`src/rtl/thread_btb_pkg.sv`:
```
package thread_btb_pkg;
  function automatic bit is_pow2(int unsigned n);
    return (n >= 2) && ((n & (n - 1)) == 0);
  endfunction
endpackage

```
`src/rtl/thread_btb_split.sv`:
```
module thread_btb_split #(
  parameter int ADDR_W = 32,
  parameter int SHIFT  = 2,
  parameter int IDX_W  = 4,
  parameter int TAG_W  = 8
) (
  input  logic [ADDR_W-1:0] pc_i,
  output logic [IDX_W-1:0]  idx_o,
  output logic [TAG_W-1:0]  tag_o
);
  localparam int TAG_LO = SHIFT + IDX_W;

  logic unused_pc;
  assign unused_pc = ^pc_i;

  assign idx_o = pc_i[SHIFT +: IDX_W];
  assign tag_o = pc_i[TAG_LO +: TAG_W];
endmodule

```
`src/rtl/thread_btb_store.sv`:
```
module thread_btb_store #(
  parameter int ENTRIES = 16,
  parameter int ADDR_W  = 32,
  parameter int TAG_W   = 8,
  parameter int TID_W   = 2,
  localparam int IDX_W  = $clog2(ENTRIES)
) (
  input  logic              clk_i,
  input  logic              rst_ni,
  input  logic              flush_i,
  input  logic              we_i,
  input  logic [IDX_W-1:0]  widx_i,
  input  logic [TAG_W-1:0]  wtag_i,
  input  logic [ADDR_W-1:0] wtgt_i,
  input  logic [TID_W-1:0]  wtid_i,
  input  logic [IDX_W-1:0]  ridx_i,
  output logic              rvalid_o,
  output logic [TAG_W-1:0]  rtag_o,
  output logic [ADDR_W-1:0] rtgt_o,
  output logic [TID_W-1:0]  rtid_o
);
  logic              vld_q [ENTRIES];
  logic [TAG_W-1:0]  tag_q [ENTRIES];
  logic [ADDR_W-1:0] tgt_q [ENTRIES];
  logic [TID_W-1:0]  tid_q [ENTRIES];

  for (genvar e = 0; e < ENTRIES; e++) begin : g_ent
    logic sel;
    assign sel = we_i && (widx_i == IDX_W'(e));

    always_ff @(posedge clk_i or negedge rst_ni) begin
      if (!rst_ni) begin
        vld_q[e] <= 1'b0;
        tag_q[e] <= '0;
        tgt_q[e] <= '0;
        tid_q[e] <= '0;
      end else if (flush_i) begin
        // flush dominates a colliding write
        vld_q[e] <= 1'b0;
        tag_q[e] <= '0;
        tgt_q[e] <= '0;
        tid_q[e] <= '0;
      end else if (sel) begin
        vld_q[e] <= 1'b1;
        tag_q[e] <= wtag_i;
        tgt_q[e] <= wtgt_i;
        tid_q[e] <= wtid_i;
      end
    end
  end

  assign rvalid_o = vld_q[ridx_i];
  assign rtag_o   = tag_q[ridx_i];
  assign rtgt_o   = tgt_q[ridx_i];
  assign rtid_o   = tid_q[ridx_i];
endmodule

```
`src/rtl/thread_btb_match.sv`:
```
module thread_btb_match #(
  parameter int TAG_W = 8,
  parameter int TID_W = 2
) (
  input  logic             valid_i,
  input  logic [TAG_W-1:0] stag_i,
  input  logic [TAG_W-1:0] ltag_i,
  input  logic [TID_W-1:0] stid_i,
  input  logic [TID_W-1:0] ltid_i,
  output logic             hit_o
);
  assign hit_o = valid_i && (stag_i == ltag_i) && (stid_i == ltid_i);
endmodule

```
`src/rtl/thread_btb.sv`:
```
module thread_btb #(
  parameter int ENTRIES = 16,
  parameter int ADDR_W  = 32,
  parameter int TAG_W   = 8,
  parameter int SHIFT   = 2,
  parameter int TID_W   = 2
) (
  input  logic              clk_i,
  input  logic              rst_ni,
  input  logic              flush_i,
  input  logic [ADDR_W-1:0] lk_pc_i,
  input  logic [TID_W-1:0]  lk_tid_i,
  output logic              lk_hit_o,
  output logic [ADDR_W-1:0] lk_target_o,
  input  logic              up_en_i,
  input  logic [ADDR_W-1:0] up_pc_i,
  input  logic [ADDR_W-1:0] up_target_i,
  input  logic [TID_W-1:0]  up_tid_i
);
  localparam int IDX_W = $clog2(ENTRIES);

  // R10 elaboration guards
  if (!thread_btb_pkg::is_pow2(ENTRIES)) begin : g_bad_entries
    $error("thread_btb: ENTRIES must be a power of two >= 2");
  end
  if (SHIFT + IDX_W + TAG_W > ADDR_W) begin : g_bad_fit
    $error("thread_btb: SHIFT + index + tag exceed ADDR_W");
  end

  logic [IDX_W-1:0]  lk_idx, up_idx;
  logic [TAG_W-1:0]  lk_tag, up_tag, s_tag;
  logic [TID_W-1:0]  s_tid;
  logic              s_vld;

  thread_btb_split #(.ADDR_W(ADDR_W), .SHIFT(SHIFT), .IDX_W(IDX_W), .TAG_W(TAG_W)) i_split_lk (
    .pc_i(lk_pc_i), .idx_o(lk_idx), .tag_o(lk_tag)
  );

  thread_btb_split #(.ADDR_W(ADDR_W), .SHIFT(SHIFT), .IDX_W(IDX_W), .TAG_W(TAG_W)) i_split_up (
    .pc_i(up_pc_i), .idx_o(up_idx), .tag_o(up_tag)
  );

  thread_btb_store #(.ENTRIES(ENTRIES), .ADDR_W(ADDR_W), .TAG_W(TAG_W), .TID_W(TID_W)) i_store (
    .clk_i    (clk_i),
    .rst_ni   (rst_ni),
    .flush_i  (flush_i),
    .we_i     (up_en_i),
    .widx_i   (up_idx),
    .wtag_i   (up_tag),
    .wtgt_i   (up_target_i),
    .wtid_i   (up_tid_i),
    .ridx_i   (lk_idx),
    .rvalid_o (s_vld),
    .rtag_o   (s_tag),
    .rtgt_o   (lk_target_o),
    .rtid_o   (s_tid)
  );

  thread_btb_match #(.TAG_W(TAG_W), .TID_W(TID_W)) i_match (
    .valid_i (s_vld),
    .stag_i  (s_tag),
    .ltag_i  (lk_tag),
    .stid_i  (s_tid),
    .ltid_i  (lk_tid_i),
    .hit_o   (lk_hit_o)
  );
endmodule

```
`config.mk`:
```
export PLATFORM = sky130hd
export DESIGN_NAME = thread_btb
export DESIGN_NICKNAME = d
export VERILOG_FILES = /design/src/rtl/thread_btb_pkg.sv /design/src/rtl/thread_btb_split.sv /design/src/rtl/thread_btb_store.sv /design/src/rtl/thread_btb_match.sv /design/src/rtl/thread_btb.sv
export SDC_FILE = /design/constraint.sdc
export NUM_CORES = 1
export LEC_CHECK = 0
export ABC_AREA = 1
export BUFFER_PORTS_ARGS = -buffer_cell sky130_fd_sc_hd__buf_2
export CORE_MARGIN = 8
export CORE_UTILIZATION = 56
export DETAILED_ROUTE_END_ITERATION = 8
export MAX_ROUTING_LAYER = met4
export PLACE_DENSITY = 0.85
export SKIP_LAST_GASP = 1
export SYNTH_ARGS = -nofsm -noshare
export SYNTH_HDL_FRONTEND = slang
export SYNTH_SLANG_ARGS = --single-unit
```
`constraint.sdc`:
```
create_clock -name clk_i -period 1.3 [get_ports clk_i]
set_input_delay 0.13 -clock clk_i [delete_from_list [all_inputs] [get_ports clk_i]]
set_output_delay 0.13 -clock clk_i [all_outputs]
set_load 0.005 [all_outputs]
```
==> results summary, run 1 <==
The largest fanout on the critical path came out at 2. The reg-to-reg critical path startpoint is i_store.tag_q[19]. For this run, the leading register cell type out of synthesis is dfrtp_1. Sorting the synthesized cells by area gives the leading types as dfrtp_1 55%, o21ai_0 14%, nand2_1 11%. The number of remaining DRC errors came out at 0. The final net count came out at 4103. The shortest clock period the worst path allows after layout came out at 2.20 ns. For the worst setup path, the data arrival time is 2.07 ns.

The clock network fraction of total power came out at 0.386. For the pin with the worst max-slew slack, the measured transition is 0.477 ns. The width of the die is 253 um. The routed design has 97500 um of wire. The mux share of post-synthesis cell area came out at 0.000318.

The net switching fraction of the power came out at 0.274. The max-cap violation count is 0. The number of port buffers came out at 96. The mean area per synthesized cell came out at 8.24 um2. The max-slew violation count is 0. CTS placed an instance of clkbuf_16 at the clock tree root.

The run finished, with violations left. The initial antenna violation count came out at 1. The final standard cell count with taps included and fillers excluded came out at 4805.

Based on the critical path, the design can be clocked at up to 0.456 GHz. Across the VDD grid, the largest voltage drop is 1.22 mV. The die area is 64100 um2.

The clock arrives with 0 ns of skew. The number of warning messages in the yosys log came out at 0. Clock latency on the worst-skew pair, taken at its later pin, is 0.61 ns. The count of nets left with antenna violations once routing finished came out at 0. Entering global routing, the biggest net connects 88 pins. The sequential cell fraction of total power is 0.470. The final RePlAce weighted congestion came out at 0.928. The beginning of the worst hold path is up_pc_i[5]. The signed area change from the synthesized netlist to the final layout is 20.2%. The register area share after synthesis came out at 0.547. The share of the synthesized area in compound gates (AO/OA/AOI/OAI) came out at 0.198.

The count of vias placed by the detailed router came out at 29500. The register bit count reported by yosys came out at 688. The category of the critical setup timing path is register to output port.

The commonest cells after synthesis are 945 x nand2_1, 895 x o21ai_0, 688 x dfrtp_1, 302 x nor2_1, 212 x inv_1. The maximum count of clock buffers along a single path is 3. The required time of the critical path is 1.17 ns. The largest family of logic cells by synthesized area is compound AO/OA/AOI/OAI gates. The via count of the first global-routing pass came out at 29100.

Using the TritonRoute via totals, the vias-per-cell ratio works out to 6.14. The worst hold path belongs to the class primary input to register. The clock-pin slew reported for the worst setup and hold paths after clock tree synthesis came out at 0.06 ns. The gate count of the mapped netlist came out at 3821. TritonCTS built the clock tree. Dividing the final minimum period by the clock period gives 1.69.

The area inside the core boundary is 56000 um2. For this run, the total global-route usage over all layers was measured as 0.309. The clock sink count came out at 688. The design draws 50.8 mW. The post-synthesis instance area is 31500 um2. Of the total synthesized cell area, the portion taken by XOR and XNOR cells is 0.

The area share of fa/ha/maj cells after synthesis came out at 0. The final-report hold violation count is 0. The global-route wire length before repair is 155000 um. Setup violations remaining at the end of the flow were counted as 33. The starting DRC count in detailed routing is 3698.

Detailed placement finished with a half-perimeter wire length of 57900 um. The power dissipated by switching net loads came out at 13.9 mW. The average wire per cell in the routed design is 20.3 um. The worst slew margin relative to its limit came out at 0.682. The final reports fail on setup timing.

The height of the chip came out at 253 um. The number of buffers inserted during clock tree synthesis came out at 70. Among all cell types in the netlist, the one instantiated most often is nand2_1. In the synthesized netlist the async set-or-reset flop fraction comes to 1.00. The initial utilization of the core area, before any placement, comes to 0.563. The number of optimization iterations in the first detailed-route pass came out at 6. The total nets after synthesis came out at 3925. The design internal power is 36.9 mW. The final global-route overflow total came out at 0. Of the total synthesized cell area, the portion taken by AND, OR, NAND and NOR gates is 0.180.

The number of distinct standard cells referenced by the synthesized netlist is 26. Yosys mapped a number of flops with a built-in enable equal to 0. The share of synthesized area in the top cell type comes to 0.547. The floorplan has 87 rows. The worst setup path is launched from a register.

STA classifies the critical path endpoint as an output port. The smallest setup slack after layout is -0.895 ns. The reported leakage power is 17.5 nW. The count of placed standard cells including taps is 4626. The proportion of layout cells with a drive suffix above 1 came out at 0.153. The count of pins on the block boundary is 137. The number of levels the H-tree was split into came out at 3.

In this run the power density over the cells is 1340 nW/um2. Tracing the worst setup path back leads to its startpoint at i_store.tag_q[19]. Setup repair after global routing could not meet its margin everywhere.

The synthesized design spends more area on one cell type than any other, namely dfrtp_1. The sum of negative setup slack is -16.98 ns. The share of total power in combinational logic is 0.144.
-- layer usage --
layer | GRT usage | vias to the layer above | share of wire
met4 | 0.160 | 0 | 0.050
li1 | - | 13000 | -
met5 | - | - | 0
met2 | 0.474 | 1987 | 0.46
met1 | 0.389 | 14100 | 0.38
met3 | 0.0623 | 428 | 0.11
-- path summary, 6_finish.rpt --
kind                                 endpoint  slack (ns)  cells after the start
hold reg to reg            i_store.tgt_q[491]        0.47                      2
setup reg to reg            i_store.tag_q[19]        0.33                      4
min in group asynchronous  i_store.tgt_q[258]        0.20                      3
hold / removal              i_store.vld_q[15]       0.002                      5
setup / recovery                     lk_hit_o       -0.90                     14
max in group asynchronous  i_store.tgt_q[331]        0.29                      3
-- flip-flops by register name, indices dropped and copies added, names as in the netlist --
signal and cells:
i_store.tgt_q 512, i_store.vld_q 16, i_store.tag_q 128, i_store.tid_q 32
-- through the flow --
| stage | hold WS, ns | setup slack [ns] | cell area [um2] | utilization |
|---|---|---|---|---|
| final | 0.00194 | -0.895 | 37800 | 0.676 |
| after global routing | 0.0225 | -1.03 | 37800 | 0.676 |
| after CTS | -0.0352 | -0.941 | 37500 | 0.671 |
| after detailed placement | -0.00263 | -0.468 | 34800 | 0.622 |
| after global placement | -0.00276 | -0.444 | 34800 | 0.622 |
| after floorplan | -0.166 | -0.0868 | 31600 | - |
-- final cells by class --
class	instances	area (um2)
fill	4011	18100
sequential	688	17200
multi-input combinational	2591	12200
timing repair buffer	423	4400
clock buffer	102	2060
tap	756	946
inverter	225	860
clock inverter	19	139
antenna	1	2.50
-- what timing repair did --
action                                 in CTS  in global routing
resized for setup                         102                 81
setup buffers                               9                 10
setup endpoints to repair                  33                187
endpoints found under the hold margin    1060                  0
pin swaps                                  76                 49
hold buffers                               39                  0
-- cells in the final DEF (no fill, tap or decap), drive strengths merged, types with 11 or more instances in the layout --
| cell type | n |
|---|---|
| a21oi | 72 |
| nand2 | 948 |
| dfrtp | 688 |
| o221ai | 56 |
| nand3 | 172 |
| dlygate4sd3 | 38 |
| clkbuf | 102 |
| o22ai | 11 |
| o21ai | 930 |
| clkinv | 13 |
| buf | 385 |
| o211ai | 84 |
| nor2 | 307 |
| inv | 230 |
-- power by group through the flow --
stage | combinational [mW] | sequential [mW] | clock, mW
2_1_floorplan | 3.81 | 24.0 | 0
3_3_place_gp | 6.53 | 24.1 | 0
3_5_place_dp | 6.74 | 24.2 | 0
4_1_cts | 7.04 | 23.9 | 19.7
5_1_grt | 7.97 | 24.1 | 20.6
6_report | 7.30 | 23.9 | 19.6
-- critical path, cell delays in order, from the launching register on --
cell and delay [ns]:
dfrtp_1 0.39, inv_2 0.10, nand2_1 0.06, nand3_1 0.10
nand3_2 0.07, nand3_2 0.07, nand2_1 0.06, nand2_2 0.07
nand2_1 0.06, inv_2 0.04, nand2_1 0.04, nor2_1 0.08
nand2_1 0.09, nor2_4 0.11, buf_6 0.10
-- cells by family after synthesis --
group	Yosys count
buf+inv	542
simple gates	1435
flops	688
compound gates	1155
mux	1
(Power assumes the default switching activity.)
==> run 2, diff against run 1 <==
- CORE_UTILIZATION: 56 -> 30
- PLACE_DENSITY: 0.85 -> 0.55
==> results summary, run 2 (synthesis gave the netlist of run 1 again) <==
The flow ran to the end, but the final reports show violations. The checks that failed: setup timing. Among all stages on the critical path, the largest delay is contributed by dfrtp_1. The share of total power in combinational logic is 0.140 (-0.004).

The critical path's largest stage delay is 0.37 ns (-0.02 ns). The initial antenna violation count is 1 (unchanged). The largest fanout on the critical path is 2 (unchanged). The area inside the core boundary came out at 105000 um2 (+87%). The final-report setup violation count came out at 33 (unchanged).

The worst slew margin relative to its limit is 0.640 (-0.0416). The reported leakage power came out at 17.8 nW (+2.0%). The height of the chip is 340 um (+34%).

The smallest setup slack after layout came out at -0.959 ns (-0.0639 ns). The average wire per cell in the routed design came out at 18.9 um (-6.9%). The worst clock skew is 0 ns (unchanged). The path category of the worst min-delay check is primary input to register. The number of standard-cell rows in the floorplan came out at 119 (+37%). The most used routing layer in global routing is met2.

The arrival time at the worst endpoint was 2.13 ns (+0.06 ns). The required time of the critical path is 1.17 ns (about the same). The placed cell area is 35900 um2 (+3.1%). The number of filler cells placed in the layout came to 10700 (+170%). The die area came to 116000 um2 (+80%). The largest net degree at the start of global routing came to 71 (-19%). The detailed-route wire length is 104000 um (+6.7%). The starting DRC count in detailed routing is 2485 (-33%). The count of pins on the block boundary is 137 (unchanged). The number of port buffers is 96 (unchanged). The cell repeated most along the worst path is nand2_1.

The initial core utilization came to 0.301 (-0.262). In the layout the commonest cells are 928 x nand2_1, 785 x o21ai_0, 688 x dfrtp_1. The clock network fraction of total power came out at 0.410 (+0.024). The final standard cell count with taps included and fillers excluded came out at 5504 (+15%). The max-cap violation count came to 0 (unchanged).

The flip-flop and latch area came out at 17200 um2 (unchanged). The maximum VDD drop came to 1.10 mV (-10%). The design internal power is 38.5 mW (+4.2%). The maximum clock frequency came out at 0.443 GHz (-2.8%). The via count of the first global-routing pass came to 26400 (-9.5%). The flip-flop count of the largest register, all copies and words added is 512 (unchanged). The most frequent standard cell in the layout excluding fill and tap cells is nand2_1. Setup repair after global routing could not meet its margin everywhere. The count of vias placed by the detailed router came out at 27100 (-8.0%). The width of the die is 340 um (+34%). The final-report hold violation count came out at 0 (unchanged). The sum of negative setup slack came out at -16.09 ns (+0.891 ns). The met1 global-route usage came out at 0.258 (-0.131). STA classifies the critical path endpoint as an output port. The final RePlAce weighted congestion is 0.837 (-9.8%). The final design area excluding fillers is 39200 um2 (+3.7%). The insertion delay to the later sink of the worst-skew pair is 0.61 ns (about the same). The net switching fraction of the power was 0.273 (-0.000362). The number of levels the H-tree was split into is 3 (unchanged). The clock sink count came out at 688 (unchanged). The global-route met2 utilization is 0.276 (-0.197). The clock-pin slew reported for the worst setup and hold paths after clock tree synthesis was 0.06 ns (about the same). The final global-route overflow total came to 0 (unchanged). The sequential cell fraction of total power came out at 0.450 (-0.020). The total power is 52.9 mW (+4.1%). The remaining antenna violation count after routing came to 0 (unchanged).

The power dissipated by switching net loads is 14.5 mW (+4.0%). The number of remaining DRC errors is 0 (unchanged). The signed area change from the synthesized netlist to the final layout is 24.6%. The global-route wire length before repair came to 163000 um (+5.2%). Walking the worst path, the cells encountered are or2_1 > nand3_1 > nand3_1 > nand3_2 > nand2_1 > nand2_1 > nand2_1 > inv_2 > nand2_1 > nor2_1 > nand2_1 > nor2_2 > buf_2. The largest registers in the layout are i_store.tgt_q (512), i_store.tag_q (128), i_store.tid_q (32). The CTS tree is done. The number of optimization iterations in the first detailed-route pass is 8 (+2).

The number of buffers inserted during clock tree synthesis is 75 (+7.1%). The most flop-heavy register is i_store.tgt_q. The worst setup path is of the register to output port kind. The via density per instance is 4.93 (-20%). The multi-input combinational cell area came out at 12200 um2 (about the same).

The global-route usage over all layers came to 0.182 (-0.127). The max-slew violation count came out at 0 (unchanged). The portion of the clock cycle consumed by the worst path in the final layout came out at 1.74 (+0.0491).

The final net count came out at 4159 (+1.4%). The proportion of layout cells with a drive suffix above 1 is 0.168 (+0.0154). The shortest clock period the worst path allows after layout was 2.26 ns (+0.0639 ns). The count of placed standard cells including taps was 5317 (+15%).

STA classifies the critical path startpoint as a register. The estimated wirelength of the detail-placed design came to 65900 um (+14%). The met3 track demand over resource in global routing is 0.0223 (-0.0400). The pin slew with the least headroom to its limit is 0.539 ns (+0.0612 ns). The areal power density over the cells came to 1350 nW/um2 (+0.45%). The root cell of the clock tree is clkbuf_16. The maximum count of clock buffers along a single path came out at 3 (unchanged).
-- run 2: changes by cell type in the layout (fill, tap and decap cells not counted), moves of 4 or more --
| cell | change |
|---|---|
| buf_4 | +62 |
| buf_6 | +8 |
| buf_2 | -6 |
| o21ai_0 | -9 |
| buf_12 | -13 |
| clkinv_2 | +7 |
| a21oi_2 | -4 |
| clkbuf_16 | +6 |
| nand2_1 | -6 |
| o21ai_1 | +6 |
| a21oi_1 | +4 |
| nand2_2 | +7 |
-- run 2: final timing paths --
| check | startpoint | endpoint | slack [ns] | depth (start not counted) |
|---|---|---|---|---|
| worst min-delay path | up_pc_i[3] | i_store.vld_q[12] | 0.005 | 4 |
| worst min register to register | i_store.tgt_q[491] | i_store.tgt_q[491] | 0.47 | 2 |
| min in group asynchronous | rst_ni | i_store.tag_q[5] | 0.19 | 3 |
| worst max-delay path | i_store.tid_q[22] | lk_hit_o | -0.96 | 13 |
| max in group asynchronous | rst_ni | i_store.tag_q[20] | 0.26 | 3 |
| worst max register to register | i_store.tgt_q[328] | i_store.tgt_q[328] | 0.40 | 4 |
-- run 2: cell type report --
cell class / count / area share
diodes: 1 / 0.0000638
clock buffers: 106 / 0.0562
clock inverters: 28 / 0.00750
inverters: 225 / 0.0219
multi-input cells: 2591 / 0.311
flip-flops and latches: 688 / 0.439
well taps: 1391 / 0.0444
repair buffers: 474 / 0.120
-- run 2: worst max-delay path: cells and delay by family (launching register included) --
kind | cells | cell delay, ns
buffers and inverters | 2 | 0.18
AND/OR/NAND/NOR | 11 | 0.97
flip-flops | 1 | 0.37
-- run 2: metal layers --
metal | up-vias | share of wire
met3 | 158 | 0.051
met1 | 13200 | 0.48
met5 | - | 0
met2 | 695 | 0.45
li1 | 13100 | -
met4 | 0 | 0.022
-- run 2: power groups by stage --
stage	Combinational [mW]	Sequential (mW)	Clock (mW)
global route	8.30	24.0	23.0
finish	7.41	23.8	21.7
detailed placement	7.13	24.2	0
global placement	7.06	24.1	0
CTS	7.35	23.8	22.2
floorplan	3.81	24.0	0
-- run 2: what timing repair did --
action,in CTS,in global routing
pin swaps,70,85
endpoints found under the hold margin,1057,3
buffers inserted,7,9
endpoints found under the setup margin,33,46
gates resized for setup,107,97
hold buffers,37,2
cloned,0,1
-- run 2: per-stage QoR --
step	hold WS [ns]	worst slack [ns]	utilization
6_report	0.00512	-0.959	0.375
5_1_grt	0.0402	-1.11	0.375
4_1_cts	0.000410	-1.01	0.372
3_5_place_dp	-0.00306	-0.549	0.343
3_3_place_gp	-0.00388	-0.579	0.343
2_1_floorplan	-0.166	-0.0868	-
